==> config.mk <==
export PLATFORM = sky130hd
export DESIGN_NAME = misaligned_splitter
export DESIGN_NICKNAME = d
export VERILOG_FILES = /design/src/rtl/splitter_pkg.sv /design/src/rtl/split_planner.sv /design/src/rtl/lane_steer.sv /design/src/rtl/read_assembler.sv /design/src/rtl/misaligned_splitter.sv
export SDC_FILE = /design/constraint.sdc
export NUM_CORES = 1
export LEC_CHECK = 0
export ABC_AREA = 1
export CAP_MARGIN = 20
export CORE_ASPECT_RATIO = 1.75
export CORE_UTILIZATION = 30
export CTS_CLUSTER_DIAMETER = 150
export DETAILED_ROUTE_END_ITERATION = 8
export MAX_ROUTING_LAYER = met4
export SYNTH_ARGS = -nofsm -noshare
export SYNTH_HDL_FRONTEND = slang
export SYNTH_SLANG_ARGS = --single-unit
==> constraint.sdc <==
create_clock -name clk -period 6.2 [get_ports clk]
set_clock_uncertainty 0.05 [all_clocks]
set_input_delay 1.86 -clock clk [delete_from_list [all_inputs] [get_ports clk]]
set_output_delay 1.86 -clock clk [all_outputs]
set_load 0.1 [all_outputs]
==> src/rtl/splitter_pkg.sv <==
// Shared types for the unaligned access splitter.
// Assumes a 32-bit bus with four byte lanes and little-endian byte order.
package splitter_pkg;

    localparam int LANES = 4;
    localparam int DW    = 8 * LANES;

    // Size code carried on request and bus; code 3 is handled as a word.
    typedef enum logic [1:0] {
        SZ_BYTE = 2'd0,
        SZ_HALF = 2'd1,
        SZ_WORD = 2'd2,
        SZ_RSVD = 2'd3
    } size_e;

    // One planned bus cycle: its size, the operand byte it starts at, and
    // whether it is the final cycle of the sequence.
    typedef struct packed {
        size_e      csize;
        logic [1:0] offset;
        logic       last;
    } cycle_t;

    // Number of bytes a cycle of the given size transfers.
    function automatic logic [2:0] size_bytes(input size_e s);
        case (s)
            SZ_BYTE: size_bytes = 3'd1;
            SZ_HALF: size_bytes = 3'd2;
            default: size_bytes = 3'd4;
        endcase
    endfunction

endpackage

==> src/rtl/split_planner.sv <==
// Decomposition table for one access.
// What it does: given the request size, the low two address bits and the
// index of the cycle in progress, it names that cycle's size, its starting
// operand byte and whether it is the last one. It also reports the total
// number of cycles.
// Assumes: step never exceeds the cycle count minus one (the top enforces this).
module split_planner
    import splitter_pkg::*;
(
    input  size_e      op_size,
    input  logic [1:0] a_lo,
    input  logic [1:0] step,
    output cycle_t     cyc,
    output logic [1:0] n_cycles
);

    // Select the cycle pattern from size and alignment.
    always_comb begin
        cyc      = '{csize: SZ_BYTE, offset: 2'd0, last: 1'b1};
        n_cycles = 2'd1;
        case (op_size)
            SZ_BYTE: begin
                cyc.csize = SZ_BYTE;
            end
            SZ_HALF: begin
                if (a_lo[0]) begin
                    n_cycles   = 2'd2;
                    cyc.offset = (step == 2'd1) ? 2'd1 : 2'd0;
                    cyc.last   = (step == 2'd1);
                end else begin
                    cyc.csize = SZ_HALF;
                end
            end
            default: begin
                if (a_lo[0]) begin
                    n_cycles = 2'd3;
                    case (step)
                        2'd0:    cyc = '{csize: SZ_BYTE, offset: 2'd0, last: 1'b0};
                        2'd1:    cyc = '{csize: SZ_HALF, offset: 2'd1, last: 1'b0};
                        default: cyc = '{csize: SZ_BYTE, offset: 2'd3, last: 1'b1};
                    endcase
                end else if (a_lo[1]) begin
                    n_cycles   = 2'd2;
                    cyc.csize  = SZ_HALF;
                    cyc.offset = (step == 2'd1) ? 2'd2 : 2'd0;
                    cyc.last   = (step == 2'd1);
                end else begin
                    cyc.csize = SZ_WORD;
                end
            end
        endcase
    end

endmodule

==> src/rtl/lane_steer.sv <==
// Write-side lane steering.
// What it does: for the current bus cycle it marks the active byte lanes and
// places each operand byte on the lane that matches its address.
// Assumes: the cycle is naturally aligned, so lane plus byte count never
// exceeds the lane count.
module lane_steer
    import splitter_pkg::*;
(
    input  size_e          csize,
    input  logic [1:0]     lane,
    input  logic [1:0]     offset,
    input  logic [DW-1:0]  op_wdata,
    output logic [LANES-1:0] be,
    output logic [DW-1:0]  wdata
);

    logic [2:0] nb;
    logic [1:0] idx;

    assign nb = size_bytes(csize);

    // Per lane: is it inside the cycle window, and which operand byte feeds it.
    always_comb begin
        be    = '0;
        wdata = '0;
        idx   = 2'd0;
        for (int l = 0; l < LANES; l++) begin
            be[l] = (3'(l) >= {1'b0, lane}) && (3'(l) < ({1'b0, lane} + nb));
            idx   = offset + 2'(l) - lane;
            if (be[l]) begin
                wdata[8*l +: 8] = op_wdata[8*idx +: 8];
            end
        end
    end

endmodule

==> src/rtl/read_assembler.sv <==
// Read-side byte collection.
// What it does: on each acknowledged bus cycle it copies the active lanes
// into their little-endian positions of an accumulator. The accumulator is
// cleared when a new request is taken.
// Assumes: be marks exactly the lanes of the current cycle.
module read_assembler
    import splitter_pkg::*;
(
    input  logic             clk,
    input  logic             rst_n,
    input  logic             clear,
    input  logic             capture,
    input  logic [LANES-1:0] be,
    input  logic [1:0]       lane,
    input  logic [1:0]       offset,
    input  logic [DW-1:0]    bus_rdata,
    output logic [DW-1:0]    acc
);

    logic [DW-1:0] acc_next;
    logic [1:0]    idx;

    // Merge the active lanes of this cycle into the result.
    always_comb begin
        acc_next = acc;
        idx      = 2'd0;
        for (int l = 0; l < LANES; l++) begin
            idx = offset + 2'(l) - lane;
            if (be[l]) begin
                acc_next[8*idx +: 8] = bus_rdata[8*l +: 8];
            end
        end
    end

    // Hold the accumulator; a clear wins over a capture.
    always_ff @(posedge clk) begin
        if (!rst_n || clear) begin
            acc <= '0;
        end else if (capture) begin
            acc <= acc_next;
        end
    end

    // A fresh request starts from an empty result, so narrower reads return zero upper bytes.
    assert_clear_empty_R6: assert property (@(posedge clk) disable iff (!rst_n)
        clear |=> (acc == '0));

endmodule

==> src/rtl/misaligned_splitter.sv <==
// Unaligned access splitter, top level.
// What it does: it takes one byte, halfword or word access at any address and
// issues the aligned bus cycles that complete it. It then returns the
// assembled read data or writes the steered bytes.
// Assumes: bus_ack is only meaningful while bus_valid is high, and the bus
// presents read data on the lanes of the addressed bytes.
module misaligned_splitter
    import splitter_pkg::*;
#(
    parameter int ADDR_W = 32
) (
    input  logic              clk,
    input  logic              rst_n,
    input  logic              req_valid,
    input  logic              req_write,
    input  logic [1:0]        req_size,
    input  logic [ADDR_W-1:0] req_addr,
    input  logic [31:0]       req_wdata,
    output logic              req_ready,
    output logic              bus_valid,
    output logic              bus_write,
    output logic [ADDR_W-1:0] bus_addr,
    output logic [1:0]        bus_size,
    output logic [3:0]        bus_be,
    output logic [31:0]       bus_wdata,
    input  logic              bus_ack,
    input  logic [31:0]       bus_rdata,
    output logic              multi,
    output logic              rd_valid,
    output logic [31:0]       rd_data
);

    logic              busy;
    size_e             op_size;
    logic              op_write;
    logic [ADDR_W-1:0] op_addr;
    logic [DW-1:0]     op_wdata;
    logic [1:0]        step;
    logic              rd_pulse;
    cycle_t            cyc;
    logic [1:0]        n_cycles;
    logic              accept;
    logic              done;

    assign accept = req_valid && !busy;
    assign done   = busy && bus_ack && cyc.last;

    split_planner u_plan (
        .op_size  (op_size),
        .a_lo     (op_addr[1:0]),
        .step     (step),
        .cyc      (cyc),
        .n_cycles (n_cycles)
    );

    // Bus cycle address: request address advanced by the consumed bytes.
    assign bus_addr  = op_addr + ADDR_W'(cyc.offset);
    assign bus_valid = busy;
    assign bus_write = op_write;
    assign bus_size  = cyc.csize;
    assign req_ready = !busy;
    assign multi     = busy && (n_cycles != 2'd1);
    assign rd_valid  = rd_pulse;

    lane_steer u_steer (
        .csize    (cyc.csize),
        .lane     (bus_addr[1:0]),
        .offset   (cyc.offset),
        .op_wdata (op_wdata),
        .be       (bus_be),
        .wdata    (bus_wdata)
    );

    read_assembler u_rasm (
        .clk       (clk),
        .rst_n     (rst_n),
        .clear     (accept),
        .capture   (busy && bus_ack && !op_write),
        .be        (bus_be),
        .lane      (bus_addr[1:0]),
        .offset    (cyc.offset),
        .bus_rdata (bus_rdata),
        .acc       (rd_data)
    );

    // Latch the request when idle; advance or finish the sequence on each ack.
    always_ff @(posedge clk) begin
        if (!rst_n) begin
            busy     <= 1'b0;
            op_size  <= SZ_BYTE;
            op_write <= 1'b0;
            op_addr  <= '0;
            op_wdata <= '0;
            step     <= 2'd0;
        end else if (accept) begin
            busy     <= 1'b1;
            op_size  <= size_e'(req_size);
            op_write <= req_write;
            op_addr  <= req_addr;
            op_wdata <= req_wdata;
            step     <= 2'd0;
        end else if (busy && bus_ack) begin
            if (cyc.last) begin
                busy <= 1'b0;
                step <= 2'd0;
            end else begin
                step <= step + 2'd1;
            end
        end
    end

    // One-clock read completion pulse.
    always_ff @(posedge clk) begin
        if (!rst_n) begin
            rd_pulse <= 1'b0;
        end else begin
            rd_pulse <= done && !op_write;
        end
    end

    // Every issued word cycle is word aligned.
    assert_word_aligned_R1: assert property (@(posedge clk) disable iff (!rst_n)
        (bus_valid && bus_size == 2'd2) |-> (bus_addr[1:0] == 2'b00));

    // Every issued halfword cycle is halfword aligned.
    assert_half_aligned_R1: assert property (@(posedge clk) disable iff (!rst_n)
        (bus_valid && bus_size == 2'd1) |-> (bus_addr[0] == 1'b0));

    // Byte enables count matches the cycle size.
    assert_be_count_R7: assert property (@(posedge clk) disable iff (!rst_n)
        bus_valid |-> ($countones(bus_be) == ((bus_size == 2'd0) ? 1 :
                                              (bus_size == 2'd1) ? 2 : 4)));

    // The lock flag only appears alongside an open bus cycle.
    assert_multi_in_cycle_R8: assert property (@(posedge clk) disable iff (!rst_n)
        multi |-> bus_valid);

    // The read result pulse lasts a single clock.
    assert_rd_pulse_R9: assert property (@(posedge clk) disable iff (!rst_n)
        rd_valid |=> !rd_valid);

    // An accepted request opens a bus cycle at its own address next clock.
    assert_accept_R10: assert property (@(posedge clk) disable iff (!rst_n)
        (req_valid && req_ready) |=> (bus_valid && bus_addr == $past(req_addr)));

    // A cycle waiting for ack keeps its address and size.
    assert_hold_R10: assert property (@(posedge clk) disable iff (!rst_n)
        (bus_valid && !bus_ack) |=> (bus_valid && $stable(bus_addr) && $stable(bus_size)));

endmodule

==> reports/metrics.yaml, run 1 <==
power_and_ir_drop:
  ir_drop_uv: 156.8
  power.leakage_nw: 4.507
  p_per_area_nw_per_um2: 257.4
  power_mw: 2.829
setup_path:
  crit_path_max_fanout: 38
  crit_path_cell_trace: "inv_1 -> ha_1 -> inv_1 -> nand3_2 -> nand2_2 -> ha_1 -> inv_1 -> fa_1 -> buf_6 -> xor2_1 -> xor2_2 -> buf_4 -> mux2_2 -> nor2_1 -> buf_12"
  rr_endpoint: "u_rasm.acc[31]"
  crit_path_frequent_cell: "inv_1"
  rr_worst_depth: 25
  cp-end-kind: "output pin"
  slowest_delay_ns: 0.55
  critPathKind: "reg2out"
  required_ns: 4.29
  cpMaxStageDelayCell: "fa_1"
  arrival_ns: 4.06
  reg2reg_from: "step[0]"
  crit_buf_inv: 6
  reg2reg_setup_slack_ns: 1.86
  critPathLaunchType: "register"
  critical_path.top_delay_family: "buffers and inverters"
worst_hold_path:
  hold_depth: 2
  hold_end: "op_wdata[6]"
  min_path_type: "reg2reg"
  hp-start: "op_wdata[6]"
floorplanning:
  start_util_pct: 30.69
  die_y_um: 218.0
  boundaryPins: 210
  die_x_um: 125.4
  dieArea_um2: 27340
  std_cell_rows: 78
  coreArea_um2: 26060
cells_and_area:
  drive_gt1_share_pct: 11.38
  fin_nets: 1612
  n_fill_cell: 2791
  final_area_um2: 10990
  area_delta_synth_final_pct: 37.49
sta:
  final_max_slew_viol_count: 0
  slew_headroom_pct: 30.32
  fmax_mhz: 167.6
  rsz0062_at_grt: "true"
  fin_crit_ns: 5.965
  period_share_pct: 96.21
  totalNegativeSetupSlack_ns: 0
  final-hold-violation-count: 0
  setup_slack_ns: 0.2349
  setup_viol: 0
  worstMarginPinSlew_ns: 1.042
detailed_routing:
  detail_route.vias_per_cell: 5.055
  wirelength_mm: 34.59
  ant_nets: 0
  wl_per_cell_um: 18.97
  drc: 11
  drt_iter0_markers: 519
  drt_pre_antenna_iters: 7
  vias: 9216
logic_synthesis:
  yosys.area.top_type_share_pct: 25.79
  synth-simple-area-share_pct: 40.84
  synth_top_cell_by_area: "dfxtp_1"
  muxShareOfSynthArea_pct: 2.253
  synth-compound-area-share_pct: 15.29
  ys_top_cells_by_area: "dfxtp_1, nand2_1, nor2_1"
  syn_area_um2: 7996
  yosysMostFrequentCell: "nand2_1"
  ys_types: 43
  ys_warn_count: 0
  synth_fa_ha_area_share_pct: 1.972
  syn-instance-count: 1339
  ys_top_cells_by_count: "nand2_1, nor2_1, o21ai_0"
  synth-main-ff-cell: "dfxtp_1"
  synth-seq-cells: 103
  synthArstFlopShare_pct: 0
  synth_area_per_cell_um2: 5.972
  synth_top_family_by_area: "simple AND/OR/NAND/NOR gates"
  synth_xor_area_share_pct: 3.380
  syn_nets: 1454
  synth_edf_count: 0
  seq_area_frac_synth_pct: 25.79
clocking:
  cts_root_buffer: "clkbuf_16"
  clock_sinks: 103
  clk_latency_ns: 0.39
  post_cts_resized: 0
  cts_hold_buf: 0
  max-clock-path-buffers: 2
  cts-buffers-inserted: 9
  path_clk_slew_ns: 0.09
  cts_setup_buffers: 0
  h-tree-depth: 3
  cts_tree: "yes"
grt:
  antenna_found_initial: 1
  grt_max_degree: 96
  grt_pass1_vias: 8977
  grt-ovfl-total: 0
  grt_first_pass_wirelength_mm: 52.00
  grt_use_total_pct: 26.25
placement:
  place.gp.congestion: 0.9848
  dpl_worst_slack_ns: 0.5802
  portBuffers: 209
  hpwlAfterDp_mm: 26.47
  placed_cell_area_um2: 10690
job:
  cap_violations: 0
run_status:
  violations: "DRC"
  status: "complete, but fails checks"
-- routing by layer --
layer / part of all wire, % / global-route usage, % / vias to the layer above
met3: 4.0 / 3.876 / 77
met1: 36 / 25.18 / 4172
met2: 54 / 49.65 / 293
li1: - / - / 4674
met4: 5.6 / 15.16 / 0
met5: 0 / - / -
-- worst max-delay path by stage --
stage	slack [ns]	end	startpoint	cells after the start
global placement	0.64	bus_wdata[10]	step[0]	15
CTS	0.13	bus_wdata[10]	step[0]	15
detailed placement	0.58	bus_be[2]	step[0]	18
finish	0.23	bus_wdata[10]	step[0]	15
floorplan	-0.32	bus_wdata[10]	step[0]	20
global route	-0.01	bus_addr[24]	step[0]	18
-- report_power, final --
part | leakage, nW | internal, mW | switching [mW]
Clock | 0.140 | 0.285 | 0.316
Combinational | 3.52 | 0.433 | 1.05
Sequential | 0.847 | 0.704 | 0.0384
-- state kept, by name, indices dropped and copies added (netlist names) --
register and count:
bus_valid 1, bus_write 1, op_addr 32, op_size 2, op_wdata 32, rd_valid 1, step 2, u_rasm.acc 32
-- stage by stage --
step                utilization, %  instances  hold WS [ns]
detailed placement           41.03       1806        0.4179
CTS                          42.15       1822        0.4304
global route                 42.19       1823        0.4532
floorplan                        -       1339        0.3941
global placement             41.03       1806        0.4050
finish                       42.19       1823        0.4292
-- cells by family (layout without fill, tap and decap cells) --
| family | after synthesis | after routing |
|---|---|---|
| xor gates and xnor gates | 30 | 30 |
| AOI/OAI and AO/OA | 235 | 235 |
| muxes | 16 | 16 |
| buffers and inverters | 209 | 372 |
| adders and majority gates | 12 | 12 |
| DFF | 103 | 103 |
| other | 0 | 1 |
| and+or+nand+nor | 734 | 734 |
-- worst reg2reg max path, delay by kind of cell, from the launching register on --
family | cells | cell delay (ns)
AND/OR/NAND/NOR | 13 | 1.57
adder cells (fa/ha/maj) | 4 | 1.13
AO/OA/AOI/OAI | 1 | 0.06
buffers and inverters | 7 | 1.00
flip-flops | 1 | 0.39
-- cell type report --
class	instances	area (µm²)	share of cell area, %
timing repair buffer	225	2539	23.09
inverter	131	491.7	4.473
clock buffer	10	229.0	2.083
antenna	1	2.502	0.02276
tap	320	400.4	3.642
multi-input combinational	1027	5205	47.34
clock inverter	6	63.81	0.5804
sequential	103	2063	18.77
-- cell usage in the layout (no fill, tap or decap), drive strengths merged --
master	instances
clkinv	3
buf	86
clkinvlp	1
o21ai	141
o22ai	8
nand3	125
nand4	40
fa	1
dfxtp	103
o31ai	8
diode	1
a21boi	1
o211ai	2
clkbuf	10
a31oi	2
nor3	35
nor2	222
nor4	2
nand2	306
clkdlybuf4s50	139
inv	133
a211oi	1
or2	4
xnor2	11
ha	11
mux2	16
xor2	19
a21oi	72
Power figures use the tool's default switching activity.
==> run 2, diff against run 1 <==
--- a/config.mk
+++ b/config.mk
@@ -12,6 +12,7 @@
 export CTS_CLUSTER_DIAMETER = 150
 export DETAILED_ROUTE_END_ITERATION = 8
 export MAX_ROUTING_LAYER = met4
+export RECOVER_POWER = 25
 export SYNTH_ARGS = -nofsm -noshare
 export SYNTH_HDL_FRONTEND = slang
 export SYNTH_SLANG_ARGS = --single-unit
==> run 2 against run 1 <==
Against the previous run:
- the flow finishes with violations (DRC, capacitance limit, slew limit)
- maximum frequency is essentially flat
- die area is the same
- critical path depth is the same
- count of clock-buffer cells in the layout is the same
- core utilization is essentially flat
- cell count is the same
- via count grew 0.22%
- highest routed layer unchanged
==> reports/metrics.yaml, run 2 (same netlist as run 1, synthesis figures left out) <==
cells_and_area:
  fin_nets: 1612
  finalNonFillerCells: 1823
  final_cell_mix: "nand2_1, nor2_1, clkdlybuf4s50_1"
  n_fill_cell: 2791
  layout_commonest_cell: "nand2_1"
  multi_input_area_um2: 5205
  ff_latch_area_um2: 2063
  top_regs: "op_addr (32), op_wdata (32), u_rasm.acc (32)"
  final_util_pct: 42.18
  final_area_um2: 10990
  area_delta_synth_final_pct: 37.44
  drive_gt1_share_pct: 11.32
clocking:
  max-clock-path-buffers: 2
  clk_latency_ns: 0.39
  cts_setup_buffers: 0
  h-tree-depth: 3
  cts_hold_buf: 0
  post_cts_resized: 0
  path_clk_slew_ns: 0.08
  cts-buffers-inserted: 9
  cts_tree: "yes"
  cts_root_buffer: "clkbuf_16"
  clock_sinks: 103
sta:
  final_max_slew_viol_count: 96
  fin_crit_ns: 5.969
  worstMarginPinSlew_ns: 3.424
  fmax_mhz: 167.5
  period_share_pct: 96.27
  slew_headroom_pct: -128.3
  rsz0062_at_grt: "true"
  totalNegativeSetupSlack_ns: 0
  setup_viol: 0
  final-hold-violation-count: 0
  holdWs_ns: 0.4279
setup_path:
  rr_endpoint: "u_rasm.acc[31]"
  crit_path_max_fanout: 38
  required_ns: 4.29
  reg2reg_setup_slack_ns: 1.85
  critPathLaunchType: "register"
  rr_worst_depth: 25
  cp-end-kind: "output pin"
  critPathKind: "reg2out"
  reg2reg_from: "step[0]"
  arrival_ns: 4.06
detailed_routing:
  route.met3.wl_mm: 1.392
  wirelength_mm: 34.58
  drt_pre_antenna_iters: 7
  wl_per_cell_um: 18.97
  detail_route.vias_per_cell: 5.066
  dr_wl_met2_mm: 18.72
  drt_iter0_markers: 519
  drc: 11
  ant_nets: 0
  vias: 9236
  highest_layer: "met4"
  met1_length_mm: 12.54
floorplanning:
  start_util_pct: 30.69
  dieArea_um2: 27340
  boundaryPins: 210
  coreArea_um2: 26060
  die_y_um: 218.0
  std_cell_rows: 78
  die_x_um: 125.4
placement:
  portBuffers: 209
  place_inst: 1806
  placed_cell_area_um2: 10690
  place.gp.congestion: 0.9848
  hpwlAfterDp_mm: 26.47
power_and_ir_drop:
  p_per_area_nw_per_um2: 257.5
  power.leakage_nw: 4.505
  ir_drop_uv: 156.6
grt:
  grt_first_pass_wirelength_mm: 52.00
  antenna_found_initial: 1
  grt_pass1_vias: 8977
  grt_use_total_pct: 26.25
  grt-ovfl-total: 0
  grt_max_degree: 96
worst_hold_path:
  min_path_type: "reg2reg"
  hold_depth: 2
  hp-start: "op_wdata[0]"
  hold_end: "op_wdata[0]"
run_status:
  status: "complete, but fails checks"
  violations: "DRC, capacitance limit, slew limit"
job:
  cap_violations: 1
-- run 2: cell types whose count changed in the layout (fill, tap and decap cells not counted), sizes merged --
cell           change
clkdlybuf4s50      -2
dlygate4sd3        +2
buf                -1
clkbuf             +1
-- run 2: area by class of cell --
type,instances,area share (%)
Tap cell,320,3.643
Timing Repair Buffer,225,23.06
Antenna cell,1,0.02277
Sequential cell,103,18.77
Inverter,131,4.474
Clock inverter,6,0.5806
Clock buffer,10,2.083
Multi-Input combinational cell,1027,47.36
-- run 2: stage by stage --
| stage | total power [mW] | worst slack, ns |
|---|---|---|
| finish | 2.830 | 0.2313 |
| global route | 2.959 | -0.01283 |
| CTS | 2.848 | 0.1283 |
| detailed placement | 2.242 | 0.5802 |
| global placement | 2.238 | 0.6406 |
| floorplan | 1.751 | -0.3159 |
-- run 2: how the worst max path moves through the flow --
stage | startpoint | endpoint | slack, ns | cells past startpoint
4_1_cts | step[0] | bus_wdata[10] | 0.13 | 15
2_1_floorplan | step[0] | bus_wdata[10] | -0.32 | 20
5_1_grt | step[0] | bus_addr[24] | -0.01 | 18
3_5_place_dp | step[0] | bus_be[2] | 0.58 | 18
6_report | step[0] | bus_wdata[10] | 0.23 | 15
3_3_place_gp | step[0] | bus_wdata[10] | 0.64 | 15
-- run 2: per-layer routing --
layer | up-vias | global-route usage [%]
li1 | 4674 | -
met1 | 4182 | 25.18
met2 | 301 | 49.65
met3 | 79 | 3.876
met4 | 0 | 15.16
met5 | - | -
-- run 2: power breakdown --
| group | internal, mW | switching, mW | total, mW | leakage (nW) |
|---|---|---|---|---|
| logic | 0.433 | 1.05 | 1.49 | 3.52 |
| registers | 0.704 | 0.0384 | 0.743 | 0.847 |
| clock network | 0.285 | 0.316 | 0.600 | 0.140 |
| total | 1.42 | 1.41 | 2.83 | 4.50 |
-- run 2: worst max-delay path, stage by stage (launching register included) --
cell	delay, ns
dfxtp_1	0.39
inv_1	0.07
ha_1	0.20
inv_1	0.08
nand3_2	0.09
nand2_2	0.13
ha_1	0.23
inv_1	0.07
fa_1	0.55
buf_6	0.33
xor2_1	0.29
xor2_2	0.17
buf_4	0.27
mux2_2	0.36
nor2_1	0.21
buf_12	0.21
